==> src/rtl/trap_pkg.sv <==
package trap_pkg;
    localparam int CODE_W = 4;

    localparam logic [CODE_W-1:0] CODE_FETCH_ADDR = 4'd0;
    localparam logic [CODE_W-1:0] CODE_ILLEGAL    = 4'd2;
    localparam logic [CODE_W-1:0] CODE_DATA_ADDR  = 4'd5;
    localparam logic [CODE_W-1:0] CODE_SYSCALL    = 4'd8;
    localparam logic [CODE_W-1:0] CODE_OVERFLOW   = 4'd12;
    localparam logic [CODE_W-1:0] CODE_EXT_IRQ    = 4'd15;

    typedef enum logic [0:0] {
        ST_USER_RUN   = 1'b0,
        ST_IN_HANDLER = 1'b1
    } trap_state_e;
endpackage

==> src/rtl/exc_carry_stage.sv <==
module exc_carry_stage #(
    parameter int XLEN    = 32,
    parameter int CAUSE_W = 4
) (
    input  logic               clk,
    input  logic               rst_n,
    input  logic               flush,
    input  logic               up_valid,
    input  logic               up_exc,
    input  logic [CAUSE_W-1:0] up_cause,
    input  logic [XLEN-1:0]    up_pc,
    input  logic               loc_exc,
    input  logic [CAUSE_W-1:0] loc_cause,
    output logic               eff_valid,
    output logic               eff_exc,
    output logic [CAUSE_W-1:0] eff_cause,
    output logic [XLEN-1:0]    eff_pc
);
    logic               q_valid;
    logic               q_exc;
    logic [CAUSE_W-1:0] q_cause;
    logic [XLEN-1:0]    q_pc;

    always_ff @(posedge clk or negedge rst_n) begin
        if (!rst_n) begin
            q_valid <= 1'b0;
            q_exc   <= 1'b0;
            q_cause <= '0;
            q_pc    <= '0;
        end else begin
            q_valid <= up_valid & ~flush;
            q_exc   <= up_exc & up_valid & ~flush;
            q_cause <= up_cause;
            q_pc    <= up_pc;
        end
    end

    // An older fault keeps its cause; this stage only adds one if none is held.
    always_comb begin
        eff_valid = q_valid;
        eff_pc    = q_pc;
        eff_exc   = q_exc | (q_valid & loc_exc);
        eff_cause = q_exc ? q_cause : loc_cause;
    end
endmodule

==> src/rtl/trap_arbiter.sv <==
module trap_arbiter
    import trap_pkg::*;
#(
    parameter int XLEN    = 32,
    parameter int CAUSE_W = 4,
    parameter int N_IRQ   = 4
) (
    input  logic               c_valid,
    input  logic               c_exc,
    input  logic [CAUSE_W-1:0] c_cause,
    input  logic [XLEN-1:0]    c_pc,
    input  logic [N_IRQ-1:0]   irq_lines,
    input  logic               irq_en,
    input  logic               ret_req,
    output logic               take_trap,
    output logic               take_ret,
    output logic [CAUSE_W-1:0] new_cause,
    output logic [XLEN-1:0]    new_epc
);
    localparam logic [XLEN-1:0] INSN_BYTES = XLEN'(4);

    logic irq_hit;
    logic is_syscall;

    always_comb begin
        irq_hit    = irq_en & c_valid & (|irq_lines);
        take_trap  = c_valid & (irq_hit | c_exc);
        take_ret   = c_valid & ret_req & ~take_trap;
        is_syscall = ~irq_hit & (c_cause == CAUSE_W'(CODE_SYSCALL));
        new_cause  = irq_hit ? CAUSE_W'(CODE_EXT_IRQ) : c_cause;
        new_epc    = is_syscall ? (c_pc + INSN_BYTES) : c_pc;
    end
endmodule

==> src/rtl/trap_ctrl_fsm.sv <==
module trap_ctrl_fsm
    import trap_pkg::*;
#(
    parameter int          XLEN       = 32,
    parameter int          CAUSE_W    = 4,
    parameter logic [31:0] HANDLER_PC = 32'h0000_0080,
    parameter int          KILL_W     = 4
) (
    input  logic               clk,
    input  logic               rst_n,
    input  logic               c_valid,
    input  logic               take_trap,
    input  logic               take_ret,
    input  logic [CAUSE_W-1:0] new_cause,
    input  logic [XLEN-1:0]    new_epc,
    output logic               irq_en,
    output logic               redirect_valid,
    output logic [XLEN-1:0]    redirect_pc,
    output logic [KILL_W-1:0]  kill_stage,
    output logic               wb_commit,
    output logic [CAUSE_W-1:0] cause_q,
    output logic [XLEN-1:0]    epc_q
);
    localparam logic [KILL_W-1:0] KILL_ALL     = {KILL_W{1'b1}};
    localparam logic [KILL_W-1:0] KILL_YOUNGER = {1'b0, {(KILL_W-1){1'b1}}};

    trap_state_e state_q, state_d;

    always_ff @(posedge clk or negedge rst_n) begin
        if (!rst_n) state_q <= ST_USER_RUN;
        else        state_q <= state_d;
    end

    always_ff @(posedge clk or negedge rst_n) begin
        if (!rst_n) begin
            cause_q <= '0;
            epc_q   <= '0;
        end else if (take_trap) begin
            cause_q <= new_cause;
            epc_q   <= new_epc;
        end
    end

    always_comb begin
        state_d        = state_q;
        irq_en         = 1'b0;
        redirect_valid = 1'b0;
        redirect_pc    = epc_q;
        kill_stage     = '0;
        wb_commit      = c_valid & ~take_trap;
        unique case (state_q)
            ST_USER_RUN: begin
                irq_en = 1'b1;
                if (take_trap) state_d = ST_IN_HANDLER;   // TAKE_TRAP
            end
            ST_IN_HANDLER: begin
                if (take_trap)     state_d = ST_IN_HANDLER; // NESTED_FAULT
                else if (take_ret) state_d = ST_USER_RUN;   // RETURN
            end
            default: state_d = ST_USER_RUN;
        endcase
        if (take_trap) begin
            redirect_valid = 1'b1;
            redirect_pc    = XLEN'(HANDLER_PC);
            kill_stage     = KILL_ALL;
        end else if (take_ret) begin
            redirect_valid = 1'b1;
            redirect_pc    = epc_q;
            kill_stage     = KILL_YOUNGER;
            state_d        = ST_USER_RUN;
        end
    end
endmodule

==> src/rtl/trap_commit_unit.sv <==
module trap_commit_unit
    import trap_pkg::*;
#(
    parameter int          XLEN       = 32,
    parameter int          CAUSE_W    = 4,
    parameter int          N_IRQ      = 4,
    parameter logic [31:0] HANDLER_PC = 32'h0000_0080
) (
    input  logic               clk,
    input  logic               rst_n,
    input  logic [N_IRQ-1:0]   irq_lines,
    input  logic               f_valid,
    input  logic [XLEN-1:0]    f_pc,
    input  logic               f_exc,
    input  logic [CAUSE_W-1:0] f_cause,
    input  logic               d_exc,
    input  logic [CAUSE_W-1:0] d_cause,
    input  logic               e_exc,
    input  logic [CAUSE_W-1:0] e_cause,
    input  logic               m_exc,
    input  logic [CAUSE_W-1:0] m_cause,
    input  logic               ret_req,
    output logic               redirect_valid,
    output logic [XLEN-1:0]    redirect_pc,
    output logic [3:0]         kill_stage,
    output logic               wb_commit,
    output logic [CAUSE_W-1:0] trap_cause,
    output logic [XLEN-1:0]    trap_epc,
    output logic               irq_enable
);
    localparam int N_STAGE = 4;          // fetch, decode, execute, memory
    localparam int COMMIT  = N_STAGE - 1;

    logic               st_valid [N_STAGE];
    logic               st_exc   [N_STAGE];
    logic [CAUSE_W-1:0] st_cause [N_STAGE];
    logic [XLEN-1:0]    st_pc    [N_STAGE];
    logic               loc_exc  [N_STAGE];
    logic [CAUSE_W-1:0] loc_cause[N_STAGE];

    logic               take_trap;
    logic               take_ret;
    logic               flush;
    logic [CAUSE_W-1:0] new_cause;
    logic [XLEN-1:0]    new_epc;

    always_comb begin
        loc_exc[0]   = f_exc;    loc_cause[0] = f_cause;
        loc_exc[1]   = d_exc;    loc_cause[1] = d_cause;
        loc_exc[2]   = e_exc;    loc_cause[2] = e_cause;
        loc_exc[3]   = m_exc;    loc_cause[3] = m_cause;
        st_valid[0]  = f_valid;
        st_exc[0]    = f_valid & loc_exc[0];
        st_cause[0]  = loc_cause[0];
        st_pc[0]     = f_pc;
        flush        = take_trap | take_ret;
    end

    for (genvar g = 1; g < N_STAGE; g++) begin : g_carry
        exc_carry_stage #(.XLEN(XLEN), .CAUSE_W(CAUSE_W)) u_stage (
            .clk      (clk),
            .rst_n    (rst_n),
            .flush    (flush),
            .up_valid (st_valid[g-1]),
            .up_exc   (st_exc[g-1]),
            .up_cause (st_cause[g-1]),
            .up_pc    (st_pc[g-1]),
            .loc_exc  (loc_exc[g]),
            .loc_cause(loc_cause[g]),
            .eff_valid(st_valid[g]),
            .eff_exc  (st_exc[g]),
            .eff_cause(st_cause[g]),
            .eff_pc   (st_pc[g])
        );
    end

    trap_arbiter #(.XLEN(XLEN), .CAUSE_W(CAUSE_W), .N_IRQ(N_IRQ)) u_arb (
        .c_valid  (st_valid[COMMIT]),
        .c_exc    (st_exc[COMMIT]),
        .c_cause  (st_cause[COMMIT]),
        .c_pc     (st_pc[COMMIT]),
        .irq_lines(irq_lines),
        .irq_en   (irq_enable),
        .ret_req  (ret_req),
        .take_trap(take_trap),
        .take_ret (take_ret),
        .new_cause(new_cause),
        .new_epc  (new_epc)
    );

    trap_ctrl_fsm #(
        .XLEN(XLEN), .CAUSE_W(CAUSE_W), .HANDLER_PC(HANDLER_PC), .KILL_W(N_STAGE)
    ) u_fsm (
        .clk           (clk),
        .rst_n         (rst_n),
        .c_valid       (st_valid[COMMIT]),
        .take_trap     (take_trap),
        .take_ret      (take_ret),
        .new_cause     (new_cause),
        .new_epc       (new_epc),
        .irq_en        (irq_enable),
        .redirect_valid(redirect_valid),
        .redirect_pc   (redirect_pc),
        .kill_stage    (kill_stage),
        .wb_commit     (wb_commit),
        .cause_q       (trap_cause),
        .epc_q         (trap_epc)
    );
endmodule

==> config.mk <==
export PLATFORM = sky130hd
export DESIGN_NAME = trap_commit_unit
export DESIGN_NICKNAME = d
export VERILOG_FILES = /design/src/rtl/trap_pkg.sv /design/src/rtl/exc_carry_stage.sv /design/src/rtl/trap_arbiter.sv /design/src/rtl/trap_ctrl_fsm.sv /design/src/rtl/trap_commit_unit.sv
export SDC_FILE = /design/constraint.sdc
export NUM_CORES = 1
export LEC_CHECK = 0
export ABC_AREA = 1
export BUFFER_PORTS_ARGS = -buffer_cell sky130_fd_sc_hd__buf_2
export CORE_ASPECT_RATIO = 0.6
export CORE_MARGIN = 10
export CORE_UTILIZATION = 53
export DETAILED_ROUTE_END_ITERATION = 8
export GPL_ROUTABILITY_DRIVEN = 0
export PLACE_DENSITY = 0.79
export SLEW_MARGIN = 40
export SYNTH_ARGS = -nofsm -noshare
export SYNTH_HDL_FRONTEND = slang
export SYNTH_SLANG_ARGS = --single-unit
==> constraint.sdc <==
create_clock -name clk -period 2.94 [get_ports clk]
set_clock_uncertainty 0.05 [all_clocks]
set_input_delay 0.882 -clock clk [delete_from_list [all_inputs] [get_ports clk]]
set_output_delay 0.882 -clock clk [all_outputs]
set_load 0.02 [all_outputs]
==> results, run 1 <==
- The flow ran to the end, and the final reports show no timing, DRC or antenna violations.
- The routed layout has 4389 vias.
- The buffers inserted during post-CTS setup optimization is 0.
- The static leakage power is 3.78 nW.
- The endpoint of the most critical register-to-register path is u_fsm.epc_q[31]$_DFFE_PN0P_.
- Global routing finished with a remaining overflow of 0.
- The startpoint of the worst register-to-register path is g_carry[3].u_stage.eff_valid$_DFF_PN0_.
- In the final routed layout, each cell accounts on average for 15.3 um.
- The detailed router's first-iteration violation count is 369.
- The number of warnings reported in the yosys synthesis log is 0.
- The wire length of the first global-routing pass is 22100 um.
- Setup repair after global routing could not meet its margin everywhere.
- The total area inside the core boundary comes to 10600 um^2.
- The endpoint of the worst hold-timing path is g_carry[3].u_stage.eff_pc[20]$_DFF_PN0_.
- In the finished design, the share of the clock period the worst path needs comes to 97.6%.
- The number of diodes added for antenna fixing is 0.
- The clock latency of the later-clocked register in the worst-skew pair is 0.41 ns.
- The count of pins over their slew limit is 0.
- The number of H-tree levels is 4.
- At the pin with the least slew margin, the transition time is 0.552 ns.
- For this run, asynchronously set or reset flops after synthesis account for 100%.
- STA classifies the critical path endpoint as an output port.
- The most common cell in the synthesized netlist is nand2_1.
- The source of the worst hold timing path is g_carry[2].u_stage.eff_pc[20]$_DFF_PN0_.
- The worst-case register-to-register setup slack is 0.94 ns.
- The quantity of I/O buffers inserted on ports is 134.
- In this run the horizontal extent of the chip is 155 um.
- Counting flops with a built-in enable in the synthesized netlist gives 0.
- The total chip power is 0.00700 W.
- TritonCTS built the clock tree.
- The share of cells above drive strength 1 is 26.8%.
- In this run the deepest clock path goes through 2 buffers.
- The critical path is of the in2out type.
- The clock period minus final worst setup slack is 2.87 ns.
- The sum of routed wire length over all layers is 13500 um.
- By count the netlist is led by nand2_1 (156), dfrtp_1 (151), inv_1 (72).
- The switching share of total power is 37.4%.
- The number of instances on the worst hold path is 0.
- For this run, the number of standard cells in the final layout without fillers is 884.
- In the final timing run, aggregate negative setup slack is 0 ns.
- The fill cell total of the finished layout is 833.
- The net count of the mapped netlist is 646.
- The share of total power in combinational logic is 32.3%.
- The final layout contains 793 nets.
- The initial antenna violation count is 0.
- The post-synthesis area per instance is 9.90 um^2.
- The share of total power dissipated in sequential elements is 37.7%.
- Summed over all nets, the half-perimeter wirelength after detailed placement is 10200 um.
- During I/O placement, the number of pins put on the boundary was 135.
- IR analysis of the VDD net gives a maximum drop of 588 uV.
- Clock tree synthesis found a total of 151 sinks.
- For this run, the top clock speed supported by timing is 0.348 GHz.
- Ranked by total cell area, the synthesized netlist is headed by dfrtp_1 (65%), nand2_1 (10%), inv_1 (4.7%), nor2_1 (4.2%), nand3_1 (3.9%).
- The number of max-capacitance violations reported is 0.
- After detailed routing, the number of vias per cell comes to 4.96.
- Clock tree synthesis selected as its root buffer the cell clkbuf_16.
- The internal power of the cells totals 0.00439 W.
- The core occupancy in the finished layout is 67.8%.
- The worst hold path class is reg2reg.
- The final count of negative-setup-slack endpoints is 0.
- The analysis attributes to net switching a power of 0.00262 W.
- After technology mapping, the gate count stands at 585.
- The die covers 15600 um^2.
- The instance count after placement with tap cells included is 852.
- After clock tree synthesis, the clock-pin slew on the worst setup and hold paths is 0.06 ns.
- The peak fanout along the critical path is 12.
- The arrival time at the worst endpoint is 1.94 ns.
- The starting density of the core is 54.5%.
- After routing the design area is 7210 um^2.
- The maximum number of pins on one net before global-route repair is 58.
- The remaining antenna violation count is 0.
- Sequential elements use 65.3% of the synthesized area.
- Row generation in the floorplan step produced 29 rows.
- The post-placement cell area is 6620 um^2.
- The share of Yosys cell area claimed by the top area cell type is 65.3%.
- The total DRC errors in the routed layout is 0.
- The total global-route track usage is 17.6%.
- The most common flop cell mapped by yosys is dfrtp_1.
- The via count of the first global-routing pass is 4407.
- The worst pin sits at a relative slew slack of 63.2%.
- The power share of the clock group is 30.0%.
- The largest total area in the synthesized netlist belongs to dfrtp_1.
- The area added between synthesis and finish is 24.5%.
- Synthesis inferred 151 register bits.
- In this run the power density over the cells is 972 nW/um^2.
- The floorplan die height is 101 um.
- The worst setup path is launched from an input port.
- The number of hold-slack violations in the final timing report came to 0.
- The endpoint required time on the critical path is 2.01 ns.
- In this run, distinct cell masters in the synthesized netlist total 30.
- The detailed-router iteration count before antenna repair is 6.
- The number of clock buffers added by TritonCTS is 17.
- The number of cells traversed by the worst register-to-register path is 10.
- The summed instance area of the synthesized netlist is 5790 um^2.
[metal layers]
layer | share of wire (%) | vias to the layer above | global-route usage, %
met5 | 0 | - | 0
met4 | 1.5 | 0 | 6.80
met3 | 9.8 | 20 | 6.52
met2 | 44 | 194 | 26.5
met1 | 45 | 2070 | 22.9
li1 | - | 2105 | -
[how the worst max path moves through the flow]
stage | startpoint | to | slack (ns) | depth (start not counted)
detailed placement | irq_lines[3] | redirect_pc[6] | 0.06 | 10
CTS | irq_lines[3] | redirect_pc[6] | 0.06 | 10
floorplan | irq_lines[1] | redirect_pc[10] | 0.1 | 9
global placement | irq_lines[1] | redirect_pc[19] | 0.10 | 10
global route | irq_lines[3] | redirect_pc[4] | -0.04 | 10
finish | irq_lines[1] | redirect_pc[4] | 0.07 | 10
[cell families after synthesis]
logic type	count (synthesis)	share of synthesized area (%)
and+or+nand+nor	297	22.4
AOI/OAI and AO/OA	39	3.91
adders and majority gates	1	0.216
buffers and inverters	94	7.72
xor gates and xnor gates	3	0.454
DFF	151	65.3
[power by group through the flow]
stage          registers (W)  logic [W]  clock network (W)
3_5_place_dp         0.00267    0.00227                  0
3_3_place_gp         0.00266    0.00223                  0
5_1_grt              0.00268    0.00247            0.00224
2_1_floorplan        0.00291    0.00119                  0
4_1_cts              0.00264    0.00228            0.00214
6_report             0.00264    0.00226            0.00210
[per-stage QoR]
stage	hold WS, ns	setup slack (ns)
floorplan	0.281	0.0971
global placement	0.285	0.101
global route	0.306	-0.0363
detailed placement	0.285	0.0627
finish	0.297	0.0700
CTS	0.299	0.0628
[critical path: stages]
cell and delay, ns:
buf_2 0.09, nor2_1 0.09, nand2_1 0.07, nand2_2 0.07
nand2_2 0.06, nand2_2 0.09, inv_2 0.12, buf_4 0.20
nor2_1 0.09, buf_2 0.17
[cell type report]
type | count | area, um^2 | share of cell area [%]
Clock inverter | 13 | 131 | 1.82
Tap cell | 139 | 174 | 2.41
Clock buffer | 19 | 453 | 6.28
Multi-Input combinational cell | 340 | 1560 | 21.7
Inverter | 75 | 290 | 4.03
Sequential cell | 151 | 3780 | 52.4
Timing Repair Buffer | 147 | 815 | 11.3
[placed cells by master, fill, tap and decap left out, types with 2 or more instances in the layout]
master / synthesis / routed
nand2_1: 156 / 156
dfrtp_1: 151 / 150
buf_2: 5 / 132
inv_1: 72 / 72
nor2_1: 65 / 65
nand3_1: 45 / 45
clkbuf_16: 0 / 17
nand4_1: 12 / 12
buf_4: 7 / 11
o21ai_1: 10 / 10
o21ai_0: 10 / 10
nand2_2: 7 / 7
o21bai_1: 6 / 6
a31oi_1: 5 / 5
inv_6: 0 / 5
nor2_2: 3 / 3
a21oi_1: 3 / 3
inv_8: 1 / 3
clkinv_2: 1 / 3
nor2_4: 3 / 3
xor2_1: 3 / 3
buf_12: 0 / 3
o21a_1: 2 / 2
nand2_4: 2 / 2
o22ai_1: 2 / 2
clkbuf_8: 0 / 2
clkinv_4: 0 / 2
[repair_timing]
| item | 4_1_cts | 5_1_grt |
|---|---|---|
| hold buffers | 0 | 0 |
| gates resized for setup | 0 | 2 |
| endpoints found under the setup margin | 0 | 11 |
[registers in the layout (all words and copies together) (netlist names)]
| signal | count |
|---|---|
| g_carry.u_stage.q_exc | 3 |
| g_carry.u_stage.eff_pc | 96 |
| u_fsm.state_q | 1 |
| g_carry.u_stage.q_cause | 12 |
| g_carry.u_stage.eff_valid | 3 |
| u_fsm.cause_q | 4 |
| u_fsm.epc_q | 32 |
Power figures use the tool's default switching activity.
==> inputs of run 2 (changes only) <==
Settings changed: BUFFER_PORTS_ARGS -buffer_cell sky130_fd_sc_hd__buf_2 to -buffer_cell sky130_fd_sc_hd__buf_4.
==> run 2 against run 1 <==
  * Highest routed layer unchanged
  * First-iteration DRC count decreased by 0.54%
  * Count of clock-buffer cells in the layout stayed put
  * Total power increased by 6.7%
  * Combinational power grew 14%
  * Cell count down 0.23%
  * Sequential cell count stayed put
  * Setup slack improved by 0.024 ns
==> results, run 2 (synthesized netlist as in run 1, its figures left out) <==
- The flow ran to the end, and the final reports show no timing, DRC or antenna violations.
- The largest stage delay on the critical path came to 0.19 ns (about the same).
- The flip-flop count of the largest register, all copies and words added is 96 (unchanged).
- The clock root buffer is clkbuf_16.
- The peak fanout along the critical path is 28 (+16).
- STA classifies the critical path startpoint as an input port.
- The post-placement cell area was 6920 um^2 (+4.6%).
- The standard cell core area was 10600 um^2 (unchanged).
- The final count of negative-setup-slack endpoints is 0 (unchanged).
- The cell that appears most often on the critical path is nand2_2.
- The floorplan die height is 101 um (unchanged).
- The post-route fraction of the period consumed by the critical path is 96.8% (-0.83 points).
- The overall overflow remaining after global route was 0 (unchanged).
- The floorplan die width is 155 um (unchanged).
- The wire length of the first global-routing pass came to 22900 um (+3.8%).
- Traced cell by cell, the critical path runs through buf_4 > nor2_1 > nand2_1 > nand2_2 > nand2_2 > nand2_2 > inv_4 > nor2_1 > buf_4.
- The power per cell area is 987 nW/um^2 (+1.6%).
- The total chip power is 0.00747 W (+6.7%).
- The top cell types in the final layout, fill and taps aside, are nand2_1 (155), dfrtp_1 (150), buf_4 (141), inv_1 (72), nor2_1 (64).
- The static leakage power was 3.87 nW (+2.4%).
- The number of buffers added by the clock tree synthesis step is 17 (unchanged).
- The actual transition at the worst max-transition pin is 0.563 ns (+0.0108 ns).
- The count of pins over their slew limit came to 0 (unchanged).
- The post-CTS clock slew at the launch and capture registers of the worst setup and hold paths is 0.06 ns (about the same).
- The via count came to 4461 (+1.6%).
- The number of instances on the worst hold path is 0 (unchanged).
- The path with the worst hold slack has its endpoint at g_carry[3].u_stage.eff_pc[24]$_DFF_PN0_.
- The count of nets after finishing is 791 (-0.25%).
- The area growth from synthesis to layout is 30.8%.
- The critical path buffer and inverter count is 3 (-1).
- The TritonCTS sink count is 151 (unchanged).
- The number of max-capacitance violations reported is 0 (unchanged).
- The endpoint identified for the worst register-to-register timing path is u_fsm.epc_q[30]$_DFFE_PN0P_.
- The worst vdd rail ir drop is 698 uV (+19%).
- The detailed-router iteration count before antenna repair is 6 (unchanged).
- The worst hold path class is reg2reg.
- The worst hold path begins at g_carry[2].u_stage.eff_pc[24]$_DFF_PN0_.
- The area of the die came to 15600 um^2 (unchanged).
- The average wire per cell in the routed design is 15.8 um (+3.3%).
- The maximum number of pins on one net before global-route repair came to 55 (-5.2%).
- The count of boundary I/O pins is 135 (unchanged).
- The initial antenna violation count was 0 (unchanged).
- The highest clock rate was 0.351 GHz (+0.86%).
- The quantity of I/O buffers inserted on ports came to 134 (unchanged).
- The total global-route track usage is 18.4% (+0.72 points).
- The clock latency of the later-clocked register in the worst-skew pair is 0.42 ns (about the same).
- The total DRC errors in the routed layout is 0 (unchanged).
- The starting density of the core was 54.5% (unchanged).
- The clock period minus final worst setup slack is 2.85 ns (-0.0243 ns).
- The placed wire-length estimate is 10500 um (+2.7%).
- The family with the most delay on the worst path is simple AND/OR/NAND/NOR gates.
- The number of hold-slack violations in the final timing report is 0 (unchanged).
- The number of cells traversed by the worst register-to-register path is 10 (unchanged).
- The cell row count is 29 (unchanged).
- The arrival time at the worst endpoint is 1.91 ns (-0.03 ns).
- The maximum buffer depth of the clock tree is 2 (unchanged).
- The endpoint required time on the critical path is 2.01 ns (about the same).
- The remaining antenna violation count came to 0 (unchanged).
- The worst slew slack as a fraction of its limit is 62.5% (-0.72 points).
- The sum of routed wire length over all layers is 14000 um (+3.1%).
- TritonCTS built the clock tree.
- The endpoint type of the worst setup path is an output port.
- The average via count per standard cell is 5.06 (+1.9%).
- The buffers inserted during post-CTS setup optimization is 0 (unchanged).
- The startpoint of the worst register-to-register path is g_carry[3].u_stage.eff_valid$_DFF_PN0_.
- The via count of the first global-routing pass was 4606 (+4.5%).
- The share of cells above drive strength 1 is 26.8% (-0.062 points).
- The worst-case register-to-register setup slack is 1.00 ns (+0.06 ns).
- The critical-path cell with the highest stage delay is nor2_1.
- The category of the most critical setup path is in2out.
- The number of H-tree levels is 4 (unchanged).
- The finished layout cell area is 7570 um^2 (+5.1%).
- The number of diodes added for antenna fixing was 0 (unchanged).
- Leaving out fill and tap cells, the most frequent cell in the layout is nand2_1.
- The detailed router's first-iteration violation count is 367 (-0.54%).
run 2: cell count changes in the layout (fill, tap and decap cells not counted), sizes merged:
cell and delta:
buf -2, bufinv +2, clkinv -3, clkinvlp +2, inv -1
run 2: area by class of cell:
class / count / area [um^2]
clock buffers: 19 / 443
clock inverters: 13 / 184
well taps: 139 / 174
flip-flops and latches: 151 / 3780
repair buffers: 145 / 1130
fillers: 754 / 3060
multi-input cells: 340 / 1570
inverters: 75 / 293
run 2: repair_timing:
item | 4_1_cts | 5_1_grt
hold buffers | 0 | 0
cloned | 0 | 0
pin swaps | 0 | 0
resized for setup | 2 | 5
setup endpoints to repair | 5 | 9
run 2: routing by layer:
metal  GRT usage [%]  wire, um  up-vias
li1                -         -     2098
met1            24.0      6020     2134
met2            28.3      6390      211
met3            5.97      1360       18
met4            6.36       182        0
met5               0         0        -
run 2: through the flow:
stage / utilization (%) / setup TNS, ns / worst slack [ns] / hold slack [ns] / std cells
floorplan: - / 0 / 0.0971 / 0.281 / 585
global placement: 65.1 / 0 / 0.000957 / 0.282 / 850
detailed placement: 65.1 / -0.0248 / -0.0248 / 0.285 / 850
CTS: 71.1 / 0 / 0.0401 / 0.297 / 882
global route: 71.2 / -0.00490 / -0.00490 / 0.302 / 882
finish: 71.2 / 0 / 0.0944 / 0.297 / 882
run 2: worst max path at each step:
stage                       to         start  slack [ns]  cells past startpoint
2_1_floorplan  redirect_pc[10]  irq_lines[1]         0.1                      9
3_3_place_gp     kill_stage[3]  irq_lines[1]       0.001                      9
3_5_place_dp     kill_stage[3]  irq_lines[1]       -0.02                      9
4_1_cts          kill_stage[1]  irq_lines[1]        0.04                      9
5_1_grt          kill_stage[3]  irq_lines[1]      -0.005                      9
6_report       redirect_pc[23]  irq_lines[1]        0.09                      9
run 2: worst register-to-register path: stages, from the launching register on:
cell and delay (ns):
dfrtp_1 0.42, inv_1 0.11, nor2_2 0.04, nand2_2 0.08, buf_4 0.15, nand2_4 0.07
nor2_8 0.47, nand3_1 0.18, nand2_1 0.11, nand3_1 0.11, nand2_1 0.09
run 2: power by group:
group	leakage [nW]	total [W]	switching (W)	internal [W]
registers	1.79	0.00266	0.000224	0.00243
clock network	0.298	0.00225	0.000862	0.00139
logic	1.78	0.00257	0.00157	0.000996
